## src/rtl/dsss_tx_pkg.sv

```systemverilog
// Shared definitions for the DSSS transmit spreader.
// Assumes mode encodings {code width, double rate, sample rate}.
package dsss_tx_pkg;
    typedef enum logic [2:0] {
        SPR_W64    = 3'b000,
        SPR_W32    = 3'b100,
        SPR_W32_OS = 3'b101,
        SPR_DDR    = 3'b110
    } spread_mode_e;

    localparam logic [63:0] PN_DEFAULT = 64'h1E8B6A3DE0E9B222;

    // True for the four encodings accepted as a spreading mode.
    function automatic logic mode_ok(input logic [2:0] m);
        return (m == SPR_W64) || (m == SPR_W32) || (m == SPR_W32_OS) || (m == SPR_DDR);
    endfunction
endpackage

```

## src/rtl/dsss_chip_tick.sv

```systemverilog
// Free-running chip-rate strobe: one clock high every CLK_PER_CHIP clocks.
// Assumes CLK_PER_CHIP >= 2.
module dsss_chip_tick #(
    parameter int CLK_PER_CHIP = 50
) (
    input  logic clk,
    input  logic rst_n,
    output logic tick
);
    localparam int CW = (CLK_PER_CHIP > 1) ? $clog2(CLK_PER_CHIP) : 1;
    localparam logic [CW-1:0] LAST = CW'(CLK_PER_CHIP - 1);

    logic [CW-1:0] cnt_q;

    assign tick = (cnt_q == LAST);

    // Divide the system clock down to the chip rate.
    always_ff @(posedge clk) begin
        if (!rst_n)    cnt_q <= '0;
        else if (tick) cnt_q <= '0;
        else           cnt_q <= cnt_q + 1'b1;
    end

    a_r1_tick_single: assert property (@(posedge clk) disable iff (!rst_n)
        tick |=> !tick);
endmodule

```

## src/rtl/dsss_hold_reg.sv

```systemverilog
// One-byte holding register of the double buffer.
// Accepts a write only when empty; the engine pops it when it loads a byte.
module dsss_hold_reg #(
    parameter int DW = 8
) (
    input  logic          clk,
    input  logic          rst_n,
    input  logic          wr_en,
    input  logic [DW-1:0] wr_data,
    input  logic          pop,
    output logic          full,
    output logic [DW-1:0] data
);
    // Capture a byte when empty, release it on pop.
    always_ff @(posedge clk) begin
        if (!rst_n) begin
            full <= 1'b0;
            data <= '0;
        end else if (pop) begin
            full <= 1'b0;
        end else if (wr_en && !full) begin
            full <= 1'b1;
            data <= wr_data;
        end
    end

    a_r8_full_write_dropped: assert property (@(posedge clk) disable iff (!rst_n)
        (full && wr_en) |=> (data == $past(data)));
    a_r8_pop_needs_byte: assert property (@(posedge clk) disable iff (!rst_n)
        pop |-> full);
endmodule

```

## src/rtl/dsss_spread_engine.sv

```systemverilog
// Spreads one byte at a time into chips, one chip per tick.
// Captures mode, half select and inverted data when a byte starts.
// Loads the waiting byte on the same tick as the last chip so no gap occurs.
module dsss_spread_engine
    import dsss_tx_pkg::*;
#(
    parameter int DW = 8,
    parameter int PN_W = 64
) (
    input  logic            clk,
    input  logic            rst_n,
    input  logic            tick,
    input  logic            hold_full,
    input  logic [DW-1:0]   hold_data,
    input  logic [2:0]      mode_sel,
    input  logic            half_sel,
    input  logic            invert,
    input  logic [PN_W-1:0] pn,
    output logic            pop,
    output logic            chip_out,
    output logic            chip_valid,
    output logic            byte_done,
    output logic            busy
);
    localparam int IW = $clog2(PN_W);
    localparam int HW = IW - 1;
    localparam int BW = $clog2(DW);

    logic [DW-1:0] shreg_q;
    logic [2:0]    mode_q;
    logic          half_q;
    logic [BW-1:0] per_q;
    logic [IW-1:0] chip_q;

    logic          is64, isddr, end_per, end_byte, bit_a, bit_b, hi, pol, chip_n, load;
    logic [IW-1:0] last_c, idx;
    logic [BW-1:0] last_p;

    // Select the code chip and polarity for the current position.
    always_comb begin
        is64   = (mode_q == SPR_W64);
        isddr  = (mode_q == SPR_DDR);
        last_c = is64 ? IW'(PN_W - 1) : IW'(PN_W / 2 - 1);
        last_p = isddr ? BW'(DW / 2 - 1) : BW'(DW - 1);
        bit_a  = isddr ? shreg_q[{per_q[BW-2:0], 1'b0}] : shreg_q[per_q];
        bit_b  = isddr ? shreg_q[{per_q[BW-2:0], 1'b1}] : bit_a;
        hi     = isddr ? bit_a : half_q;
        pol    = bit_b;
        idx    = is64 ? (IW'(PN_W - 1) - chip_q)
                      : {hi, HW'(PN_W / 2 - 1) - chip_q[HW-1:0]};
        chip_n = pol ? pn[idx] : ~pn[idx];
        end_per  = (chip_q == last_c);
        end_byte = end_per && (per_q == last_p);
        load     = tick && hold_full && (!busy || end_byte);
    end

    assign pop = load;

    // Emit chips, step through the byte and reload from the holding register.
    always_ff @(posedge clk) begin
        if (!rst_n) begin
            shreg_q    <= '0;
            mode_q     <= SPR_W64;
            half_q     <= 1'b0;
            per_q      <= '0;
            chip_q     <= '0;
            busy       <= 1'b0;
            chip_out   <= 1'b0;
            chip_valid <= 1'b0;
            byte_done  <= 1'b0;
        end else begin
            chip_valid <= 1'b0;
            byte_done  <= 1'b0;
            if (tick && busy) begin
                chip_out   <= chip_n;
                chip_valid <= 1'b1;
                if (end_per) begin
                    chip_q <= '0;
                    per_q  <= per_q + 1'b1;
                end else begin
                    chip_q <= chip_q + 1'b1;
                end
                if (end_byte) begin
                    byte_done <= 1'b1;
                    busy      <= 1'b0;
                end
            end
            if (load) begin
                shreg_q <= hold_data ^ {DW{invert}};
                mode_q  <= mode_sel;
                half_q  <= half_sel;
                per_q   <= '0;
                chip_q  <= '0;
                busy    <= 1'b1;
            end
        end
    end

    a_r9_chip_needs_busy: assert property (@(posedge clk) disable iff (!rst_n)
        chip_valid |-> $past(busy));
    a_r9_done_with_chip: assert property (@(posedge clk) disable iff (!rst_n)
        byte_done |-> chip_valid);
    a_r1_chip_spacing: assert property (@(posedge clk) disable iff (!rst_n)
        chip_valid |=> !chip_valid);
    a_r5_latched_mode_ok: assert property (@(posedge clk) disable iff (!rst_n)
        busy |-> mode_ok(mode_q));
endmodule

```

## src/rtl/dsss_tx_spreader.sv

```systemverilog
// Top of the DSSS transmit spreader: code register, mode register,
// double buffer and spreading engine. Chips leave at clk / CLK_PER_CHIP.
module dsss_tx_spreader
    import dsss_tx_pkg::*;
#(
    parameter int CLK_PER_CHIP = 50,
    parameter int DW = 8,
    parameter int PN_W = 64
) (
    input  logic            clk,
    input  logic            rst_n,
    input  logic            wr_en,
    input  logic [DW-1:0]   wr_data,
    input  logic [2:0]      mode_cfg,
    input  logic            half_sel,
    input  logic            tx_invert,
    input  logic            pn_wr_en,
    input  logic [PN_W-1:0] pn_wr_data,
    output logic            chip_out,
    output logic            chip_valid,
    output logic            byte_done,
    output logic            tx_idle,
    output logic            hold_full
);
    logic [PN_W-1:0] pn_q;
    logic [2:0]      mode_q;
    logic [DW-1:0]   hold_data;
    logic            tick, pop, busy;

    // Code register with its reset pattern.
    always_ff @(posedge clk) begin
        if (!rst_n)        pn_q <= PN_W'(PN_DEFAULT);
        else if (pn_wr_en) pn_q <= pn_wr_data;
    end

    // Mode register: takes only valid encodings.
    always_ff @(posedge clk) begin
        if (!rst_n)                mode_q <= SPR_W64;
        else if (mode_ok(mode_cfg)) mode_q <= mode_cfg;
    end

    dsss_chip_tick #(.CLK_PER_CHIP(CLK_PER_CHIP)) u_tick (
        .clk(clk), .rst_n(rst_n), .tick(tick)
    );

    dsss_hold_reg #(.DW(DW)) u_hold (
        .clk(clk), .rst_n(rst_n), .wr_en(wr_en), .wr_data(wr_data),
        .pop(pop), .full(hold_full), .data(hold_data)
    );

    dsss_spread_engine #(.DW(DW), .PN_W(PN_W)) u_eng (
        .clk(clk), .rst_n(rst_n), .tick(tick), .hold_full(hold_full),
        .hold_data(hold_data), .mode_sel(mode_q), .half_sel(half_sel),
        .invert(tx_invert), .pn(pn_q), .pop(pop), .chip_out(chip_out),
        .chip_valid(chip_valid), .byte_done(byte_done), .busy(busy)
    );

    assign tx_idle = !busy;

    a_r5_bad_mode_held: assert property (@(posedge clk) disable iff (!rst_n)
        !mode_ok(mode_cfg) |=> (mode_q == $past(mode_q)));
    a_r6_pn_stable: assert property (@(posedge clk) disable iff (!rst_n)
        !pn_wr_en |=> (pn_q == $past(pn_q)));
    a_r8_write_fills: assert property (@(posedge clk) disable iff (!rst_n)
        (wr_en && !hold_full) |=> hold_full);
endmodule

```

## config.mk

```make
export PLATFORM = sky130hd
export DESIGN_NAME = dsss_tx_spreader
export DESIGN_NICKNAME = d
export VERILOG_FILES = /design/src/rtl/dsss_tx_pkg.sv /design/src/rtl/dsss_chip_tick.sv /design/src/rtl/dsss_hold_reg.sv /design/src/rtl/dsss_spread_engine.sv /design/src/rtl/dsss_tx_spreader.sv
export SDC_FILE = /design/constraint.sdc
export NUM_CORES = 1
export LEC_CHECK = 0
export ABC_AREA = 0
export BUFFER_PORTS_ARGS = -buffer_cell sky130_fd_sc_hd__buf_2
export CAP_MARGIN = 20
export CELL_PAD_IN_SITES_DETAIL_PLACEMENT = 1
export CELL_PAD_IN_SITES_GLOBAL_PLACEMENT = 2
export CORE_UTILIZATION = 38
export DETAILED_ROUTE_END_ITERATION = 7
export PLACE_DENSITY_LB_ADDON = 0.3
export REMOVE_ABC_BUFFERS = 1
export SYNTH_ARGS = -nofsm -noshare
export SYNTH_HDL_FRONTEND = slang
export SYNTH_SLANG_ARGS = --single-unit
```

## constraint.sdc

```tcl
create_clock -name clk -period 5.1 [get_ports clk]
set_input_delay 1.275 -clock clk [delete_from_list [all_inputs] [get_ports clk]]
set_output_delay 1.275 -clock clk [all_outputs]
set_load 0.05 [all_outputs]
```

Word-level counts from Yosys, hierarchy flattened --
Index checks and enable logic that the tools add are counted.
Cells by class: $add $sub $neg 5, order comparisons 4, eq/ne operators 7, mux-type cells 21, bitwise gates (word level) 4, reduce and logical (&&, ||, !) cells 21
Operators with widths (count):
- 2-to-1 mux 6 bit | 3
- 2-to-1 mux 1 bit | 13
- adder 6 x 1 -> 6 bit, second input constant | 2
- == test 3 bit, second input constant | 4
- < comparator 3 x 4 -> 1 bit, second input constant | 3
- AND reduction 2 bit | 4
- XOR 8 bit | 1
- < comparator 6 x 7 -> 1 bit, second input constant | 1
- binary-select mux 1 bit (select 6 bit) | 1
- == test 6 bit | 1
- == test 6 bit, second input constant | 1
- logical NOT 3 bit | 2
- subtractor 6 bit, first input constant | 1
- logical AND 1 bit | 5
- subtractor 5 bit, first input constant | 1
- binary-select mux 1 bit (select 2 bit) | 2
- logical OR 1 bit | 4
- nonzero test 2 bit | 2
- OR reduction 2 bit | 2
- adder 3 x 1 -> 3 bit, second input constant | 1
- binary-select mux 1 bit (select 3 bit) | 1
- == test 3 bit | 1
- 2-to-1 mux 3 bit | 1
- inverter 1 bit | 3
- logical NOT 1 bit | 2
Word-level totals: register bits 107, bits of input ports 81, output and inout bits 5, word-level logic and storage cells 76

Logic depth before layout (Yosys ltp) --
Gate-level depths: netlist (run 1).
depth in word-level cells 9, gate-level depth with buffers 9, depth with buffers taken out 8

Hierarchy --
From an unflattened synthesis (run 1), not the netlist that was laid out.
Second synthesis, totals: cell total of the unflattened synthesis 458, area, all modules 5093.6 µm²
Modules (own cells, without submodules):
- dsss_tx_spreader | times used 1, cells each 224, area each 2517.4 µm², sequential area each 1341.3 µm²
- dsss_spread_engine | times used 1, cells each 167, area each 1926.8 µm², sequential area each 500.5 µm²
- dsss_hold_reg | times used 1, cells each 39, area each 370.4 µm², sequential area each 180.2 µm²
- dsss_chip_tick | times used 1, cells each 28, area each 279.0 µm², sequential area each 120.1 µm²

Worst setup path after synthesis (run 1) --
Ideal clock, no wire load.
path kind input to register, start in pn_wr_en, end reg pn_q[12], library setup time 0.129 ns, data arrival time 2.359 ns, required time 4.971 ns, path slack 2.611 ns, cell stages on the path 4, path through clkbuf_1 -> buf_1 -> mux2i_1 -> nand2_1
RTL lines:
- start, declared | line dsss_tx_spreader.sv:17 | input logic pn_wr_en,
- end signal, assigned | line dsss_tx_spreader.sv:32 | if (!rst_n) pn_q <= PN_W'(PN_DEFAULT);
- end signal, assigned | line dsss_tx_spreader.sv:33 | else if (pn_wr_en) pn_q <= pn_wr_data;
- end, declared | line dsss_tx_spreader.sv:25 | logic [PN_W-1:0] pn_q;

Final worst setup path (run 1) --
start reg u_eng.mode_q[1], end reg u_eng.chip_q[3]
On the way: word-level cells in the longest chain between the ends 7
RTL lines:
- start, declared | line dsss_spread_engine.sv:30 | logic [2:0] mode_q;
- start signal, assigned | line dsss_spread_engine.sv:90 | mode_q <= mode_sel;
- logical NOT 3 bit / == test 3 bit (equally long branches) | line dsss_spread_engine.sv:41, dsss_spread_engine.sv:42
- 2-to-1 mux 6 bit / 2-to-1 mux 3 bit (equally long branches) | line dsss_spread_engine.sv:43, dsss_spread_engine.sv:44
- == test 6 bit / == test 3 bit (equally long branches) | line dsss_spread_engine.sv:52, dsss_spread_engine.sv:53
- logical AND 1 bit | line dsss_spread_engine.sv:53 | end_byte = end_per && (per_q == last_p);
- logical OR 1 bit | line dsss_spread_engine.sv:54 | load = tick && hold_full && (!busy || end_byte);
- logical AND 1 bit | line dsss_spread_engine.sv:54
- OR reduction 2 bit (no source line)
- end signal, assigned | line dsss_spread_engine.sv:81 | chip_q <= chip_q + 1'b1;
- end, declared | line dsss_spread_engine.sv:33 | logic [IW-1:0] chip_q;
Parallel ways exist; a longest one is shown, timed or not. A chain may end at the register's enable or synchronous reset.

==> results of run 1 <==
-- metrics by stage --
stage,hold slack (ns),instance area (um2),cells,power [mW]
final,0.4726,5822,741,1.752
after CTS,0.4783,5802,740,1.786
after global routing,0.4959,5822,741,1.837
after detailed placement,0.4600,5497,724,1.067
after global placement,0.4424,5497,724,1.060
after floorplan,0.4294,4845,466,0.9887
-- kinds of logic after synthesis --
kind of cell,Yosys count,share of synthesized area [%]
AOI/OAI and AO/OA,37,4.872
and+or+nand+nor,174,18.56
xor gates and xnor gates,19,3.340
buffers and inverters,32,2.913
muxes,123,26.32
adders and majority gates,4,1.005
DFF,107,42.99
-- state kept, by name (all words and copies together), names as in the netlist, 3 cells and up --
| signal | flops |
|---|---|
| pn_q | 64 |
| u_eng.shreg_q | 8 |
| u_hold.data | 8 |
| u_eng.chip_q | 6 |
| u_tick.cnt_q | 6 |
| mode_q | 3 |
| u_eng.mode_q | 3 |
| u_eng.per_q | 3 |
-- worst max-delay path by stage --
stage / endpoint / cells past startpoint / from / slack, ns
after floorplan: u_eng.chip_q[3] / 6 / u_eng.chip_q[2] / 2.41
after global placement: u_eng.chip_out / 4 / rst_n / 2.33
after detailed placement: u_eng.chip_out / 4 / rst_n / 2.31
after CTS: u_eng.chip_q[3] / 6 / u_eng.chip_q[2] / 2.39
after global routing: u_eng.chip_q[3] / 6 / u_eng.mode_q[1] / 2.41
final: u_eng.chip_q[3] / 6 / u_eng.mode_q[1] / 2.67
-- power by group --
group	switching, mW	total, mW	internal, mW	leakage (nW)
clock	0.300	0.707	0.407	0.153
sequential	0.0217	0.895	0.873	0.879
combinational	0.0710	0.149	0.0782	1.47
-- metal layers --
layer  GRT usage, %  vias up
li1               -     1846
met1          19.30     1726
met2          29.51       53
met3          4.567       10
met4          4.872        0
met5              0        -
-- cell type report --
class	count	area (um2)	share of cell area, %
multi-input cells	357	2695	46.29
well taps	172	215.2	3.697
repair buffers	87	455.4	7.823
clock inverters	4	48.80	0.8382
inverters	2	7.507	0.1289
clock buffers	12	256.5	4.406
flip-flops and latches	107	2143	36.82
-- placed cells by master, fill, tap and decap left out, types with 9 or more instances in the layout --
master and count:
dfxtp_1 106, buf_2 84, nor2_1 19, nand3_1 11, xor2_1 15, clkbuf_16 9, mux2i_1 116, nor2b_1 61
a21oi_1 11, nand2_1 53
==> reports/qor.yml, run 1 <==
wl_met2_um: 5354
rr_endpoint: "u_eng.chip_q[3]"
crit_chain: "nand3b_1 > xor2_1 > and3b_1 > o21bai_2 > nand2_2 > nor3_1"
drv_cap: 0
slew-limit-headroom_pct: 30.13
antenna_cells: 0
dieArea_um2: 13570
synth_seq_cells: 107
tightestPinTransition_ns: 1.048
clk-insertion-delay-late_ns: 0.35
via_count: 3635
ios: 86
min_to: "u_tick.cnt_q[0]"
highest_layer: "met4"
core_area_um2: 12720
post_synth_instance_area_um2: 4982
preCtsSetupSlack_ns: 2.309
setup_tns_ns: 0
clockBufferDepth: 2
wl_met1_um: 4826
initial_utilization_pct: 39.16
yosys-top-cells-area: "dfxtp_1 43%, mux2i_1 23%, nor2b_1 7.7%, nand2_1 4.0%, xor2_1 2.6%"
worstPathArrival_ns: 2.70
numCtsBuffers: 9
viasPerCell: 4.906
whs_path_depth: 1
yosysWarnings: 0
syn_to_final_growth_pct: 16.85
end_kind: "flip-flop"
power_density_nw_per_um2: 300.9
portBuffers: 85
worstHoldPathType: "flip-flop to flip-flop"
status: "complete, no violations"
worstHoldStart: "u_tick.cnt_q[0]"
grt_setup_unrepaired: "false"
fin_crit_sh_pct: 47.60
slew_violations: 0
final_util_pct: 45.76
synthCells: 496
cts_setup_buffers: 0
slowest_stage: "o21bai_2"
synth_ff_type: "dfxtp_1"
path_class: "flip-flop to flip-flop"
finalHoldViolCount: 0
firstDrtPassIters: 4
routedWlPerCell_um: 14.43
cp-start-kind: "flip-flop"
setup_ws_ns: 2.673
grt_pass1_vias: 3709
ctsHoldBuffers: 0
drc_errors: 0
tritoncts: "built"
die_w_um: 116.5
synthArstFlopShare_pct: 0
cp_slowest_stage_delay_ns: 0.70
synth.top_cells.by_count: "116 x mux2i_1, 107 x dfxtp_1, 61 x nor2b_1"
setup_viol_count_final: 0
regToRegSetupSlack_ns: 2.67
netlist.area_leader.share_pct: 42.99
cts_num_sinks: 107
crit_buf_inv: 0
grt_pass1_wl_um: 17260
layout-drive-gt1-share_pct: 20.04
r2r-start: "u_eng.mode_q[1]"
synth-seq-area-share_pct: 42.99
yosys.area.top_type: "dfxtp_1"
final_nets: 649
nFillCells: 1480
cts-resized-gates: 0
timing.fmax_ghz: 0.4120
worstPathRequired_ns: 5.37
synth_most_common_cell: "mux2i_1"
path_delay_family: "simple AND/OR/NAND/NOR gates"
clock_skew_ns: 0.006658
gp_congestion: 0.7304
grt_usage_pct: 16.57
antenna_found_initial: 0
grt_overflow: 0
die_h_um: 116.5
row_count: 41
r2r_cells: 6
peakVddDrop_mv: 0.1799
wl_met3_um: 397
drtIter0Drc: 110
syn_avg_cell_area_um2: 10.04
path_clk_slew_ns: 0.07
htree_levels: 3
grt_max_degree: 65
root_buffer: "clkbuf_16"
ant_nets: 0
leakage_nw: 2.501
routed_wl_um: 10700
synth_edf_count: 0
cp_max_fo: 13
yosysUniqueCellTypes: 52
post-route-min-period_ns: 2.427
dp_hpwl_um: 7656
(Power assumes the default switching activity.)
==> inputs of run 2 (changes only) <==
--- a/config.mk
+++ b/config.mk
@@ -10,7 +10,7 @@
 export CAP_MARGIN = 20
 export CELL_PAD_IN_SITES_DETAIL_PLACEMENT = 1
 export CELL_PAD_IN_SITES_GLOBAL_PLACEMENT = 2
-export CORE_UTILIZATION = 38
+export CORE_UTILIZATION = 32
 export DETAILED_ROUTE_END_ITERATION = 7
 export PLACE_DENSITY_LB_ADDON = 0.3
 export REMOVE_ABC_BUFFERS = 1
==> constraint.sdc (replaced) <==
create_clock -name clk -period 2.2 [get_ports clk]
set_input_delay 0.55 -clock clk [delete_from_list [all_inputs] [get_ports clk]]
set_output_delay 0.55 -clock clk [all_outputs]
set_load 0.05 [all_outputs]
==> run 2 against run 1 <==
Compared with the run above:
- non-clock buffer count up 16
- fmax up 20%
- largest power group unchanged
- power up 140%
==> reports/qor.yml, run 2 (synthesis results as in run 1) <==
multiInputGateArea_um2: 2704  # +0.33%
cts_num_sinks: 107  # unchanged
final_nets: 665  # +2.5%
path_delay_family: "multiplexers"
reg_top3: "pn_q (64), u_eng.shreg_q (8), u_hold.data (8)"
htree_levels: 3  # unchanged
leakage_nw: 2.604  # +4.1%
antenna_cells: 0  # unchanged
timing.fmax_ghz: 0.4962  # +20%
syn_to_final_growth_pct: 20.67
power_density_nw_per_um2: 696.4  # +130%
clk-insertion-delay-late_ns: 0.35  # about the same
worstHoldStart: "pn_wr_data[23]"
grt_usage_pct: 15.27  # -1.3 points
grt_pass1_wl_um: 19440  # +13%
drc_errors: 0  # unchanged
seqCellArea_um2: 2151  # +0.35%
via_count: 3711  # +2.1%
routed_wl_um: 11390  # +6.5%
grt_busiest_layer: "met2"
post-route-min-period_ns: 2.015  # -0.4123 ns
tightestPinTransition_ns: 0.4551  # -0.5930 ns
peakVddDrop_mv: 0.4819  # +170%
clockBufferDepth: 2  # unchanged
status: "complete, no violations"
cp-start-kind: "flip-flop"
preCtsSetupSlack_ns: 0.08491  # -2.224 ns
core_area_um2: 15200  # +19%
final_cells: 772  # +4.2%
worstHoldPathType: "input port to flip-flop"
crit_buf_inv: 0  # unchanged
final_common_cell: "mux2i_1"
path_class: "flip-flop to flip-flop"
dieArea_um2: 16070  # +18%
rr_endpoint: "u_eng.chip_out"
grt_pass1_vias: 4016  # +8.3%
gp_congestion: 0.7364  # +0.82%
root_buffer: "clkbuf_16"
layout-drive-gt1-share_pct: 22.95  # +2.9 points
grt_max_degree: 50  # -23%
final_cell_mix: "116 x mux2i_1, 104 x dfxtp_1, 84 x buf_2, 60 x nor2b_1, 53 x nand2_1"
crit_chain: "mux4_2 > and3b_1 > a211o_1 > or3_1 > mux2i_1 > nor4_2"
cp_max_fo: 5  # -8
grt_util_met3_pct: 4.091  # -0.48 points
use_met2_pct: 26.71  # -2.8 points
use_met1_pct: 18.50  # -0.80 points
drv_cap: 0  # unchanged
ios: 86  # unchanged
finalHoldViolCount: 0  # unchanged
min_to: "pn_q[23]"
fin_area_um2: 6012  # +3.3%
drtIter0Drc: 114  # +3.6%
fin_crit_sh_pct: 91.60  # +44 points
setup_viol_count_final: 0  # unchanged
slew_violations: 0  # unchanged
setup_tns_ns: 0  # unchanged
dpl.cell_count: 757  # +4.6%
end_kind: "flip-flop"
portBuffers: 85  # unchanged
grt_setup_unrepaired: "false"
cp_slowest_stage_delay_ns: 0.48  # -0.22 ns
routedWlPerCell_um: 14.75  # +2.2%
placed_area_um2: 5669  # +3.1%
slowest_stage: "mux4_2"
worstPathRequired_ns: 2.44  # -2.93 ns
viasPerCell: 4.807  # -2.0%
regToRegSetupSlack_ns: 0.18  # -2.49 ns
die_w_um: 126.8  # +8.8%
r2r-start: "u_eng.per_q[0]"
nFillCells: 1730  # +17%
worstPathArrival_ns: 2.25  # -0.45 ns
tritoncts: "built"
firstDrtPassIters: 4  # unchanged
largest_reg_flops: 64  # unchanged
dp_hpwl_um: 8518  # +11%
r2r_cells: 6  # unchanged
row_count: 45  # +9.8%
slew-limit-headroom_pct: 69.46  # +39 points
numCtsBuffers: 9  # unchanged
top_register: "pn_q"
clock_skew_ns: 0.005962  # -0.0006952 ns
path_clk_slew_ns: 0.07  # about the same
antenna_found_initial: 0  # unchanged
setup_ws_ns: 0.1848  # -2.488 ns
ant_nets: 0  # unchanged
whs_path_depth: 3  # +2
initial_utilization_pct: 32.77  # -6.4 points
die_h_um: 126.8  # +8.8%
grt_overflow: 0  # unchanged
==> run 2: cell count changes in the layout (fill, tap and decap cells not counted), sizes merged <==
| cell | change |
|---|---|
| buf | +16 |
| bufinv | +1 |
| clkbuf | -1 |
| clkinv | -1 |
==> run 2: repair_timing <==
| action | 4_1_cts | 5_1_grt |
|---|---|---|
| setup buffers | 0 | 0 |
| hold buffers | 0 | 0 |
| gates resized for setup | 0 | 7 |
| endpoints found under the setup margin | 0 | 4 |
==> run 2: power by group <==
group / internal [mW] / total (mW) / leakage (nW) / switching (mW)
registers: 2.02 / 2.07 / 0.881 / 0.0505
logic: 0.189 / 0.358 / 1.56 / 0.169
clock network: 1.05 / 1.76 / 0.162 / 0.703
==> run 2: area by class of cell <==
cell class	instances	area share, %
Clock inverter	4	1.228
Tap cell	188	3.913
Sequential cell	107	35.78
Inverter	2	0.1249
Clock buffer	11	4.204
Timing Repair Buffer	103	9.781
Multi-Input combinational cell	357	44.97
==> run 2: per-stage QoR <==
stage	total power, mW	utilization, %	hold WS, ns
CTS	4.260	39.44	0.3967
global route	4.372	39.55	0.4092
global placement	2.472	37.29	0.4396
finish	4.187	39.55	0.4109
floorplan	2.292	-	0.4294
detailed placement	2.488	37.29	0.4612
==> run 2: worst max path at each step <==
stage | end | cells past startpoint | slack [ns] | start
5_1_grt | u_eng.chip_out | 6 | 0.02 | u_eng.per_q[0]
3_3_place_gp | u_eng.chip_out | 6 | 0.13 | u_eng.per_q[0]
3_5_place_dp | u_eng.chip_out | 6 | 0.08 | u_eng.per_q[0]
2_1_floorplan | u_eng.chip_q[3] | 6 | -0.49 | u_eng.chip_q[2]
6_report | u_eng.chip_out | 6 | 0.18 | u_eng.per_q[0]
4_1_cts | u_eng.chip_out | 6 | 0.07 | u_eng.per_q[0]
==> run 2: tightest hold or removal path: stages <==
cell,delay (ns)
buf_2,0.08
mux2i_1,0.05
nand2_1,0.06
==> run 2: routing by layer <==
layer  vias to the layer above  part of all wire, %
li1                       1872                    -
met1                      1772                   45
met2                        57                   50
met3                        10                  3.9
met4                         0                  1.1
met5                         -                    0
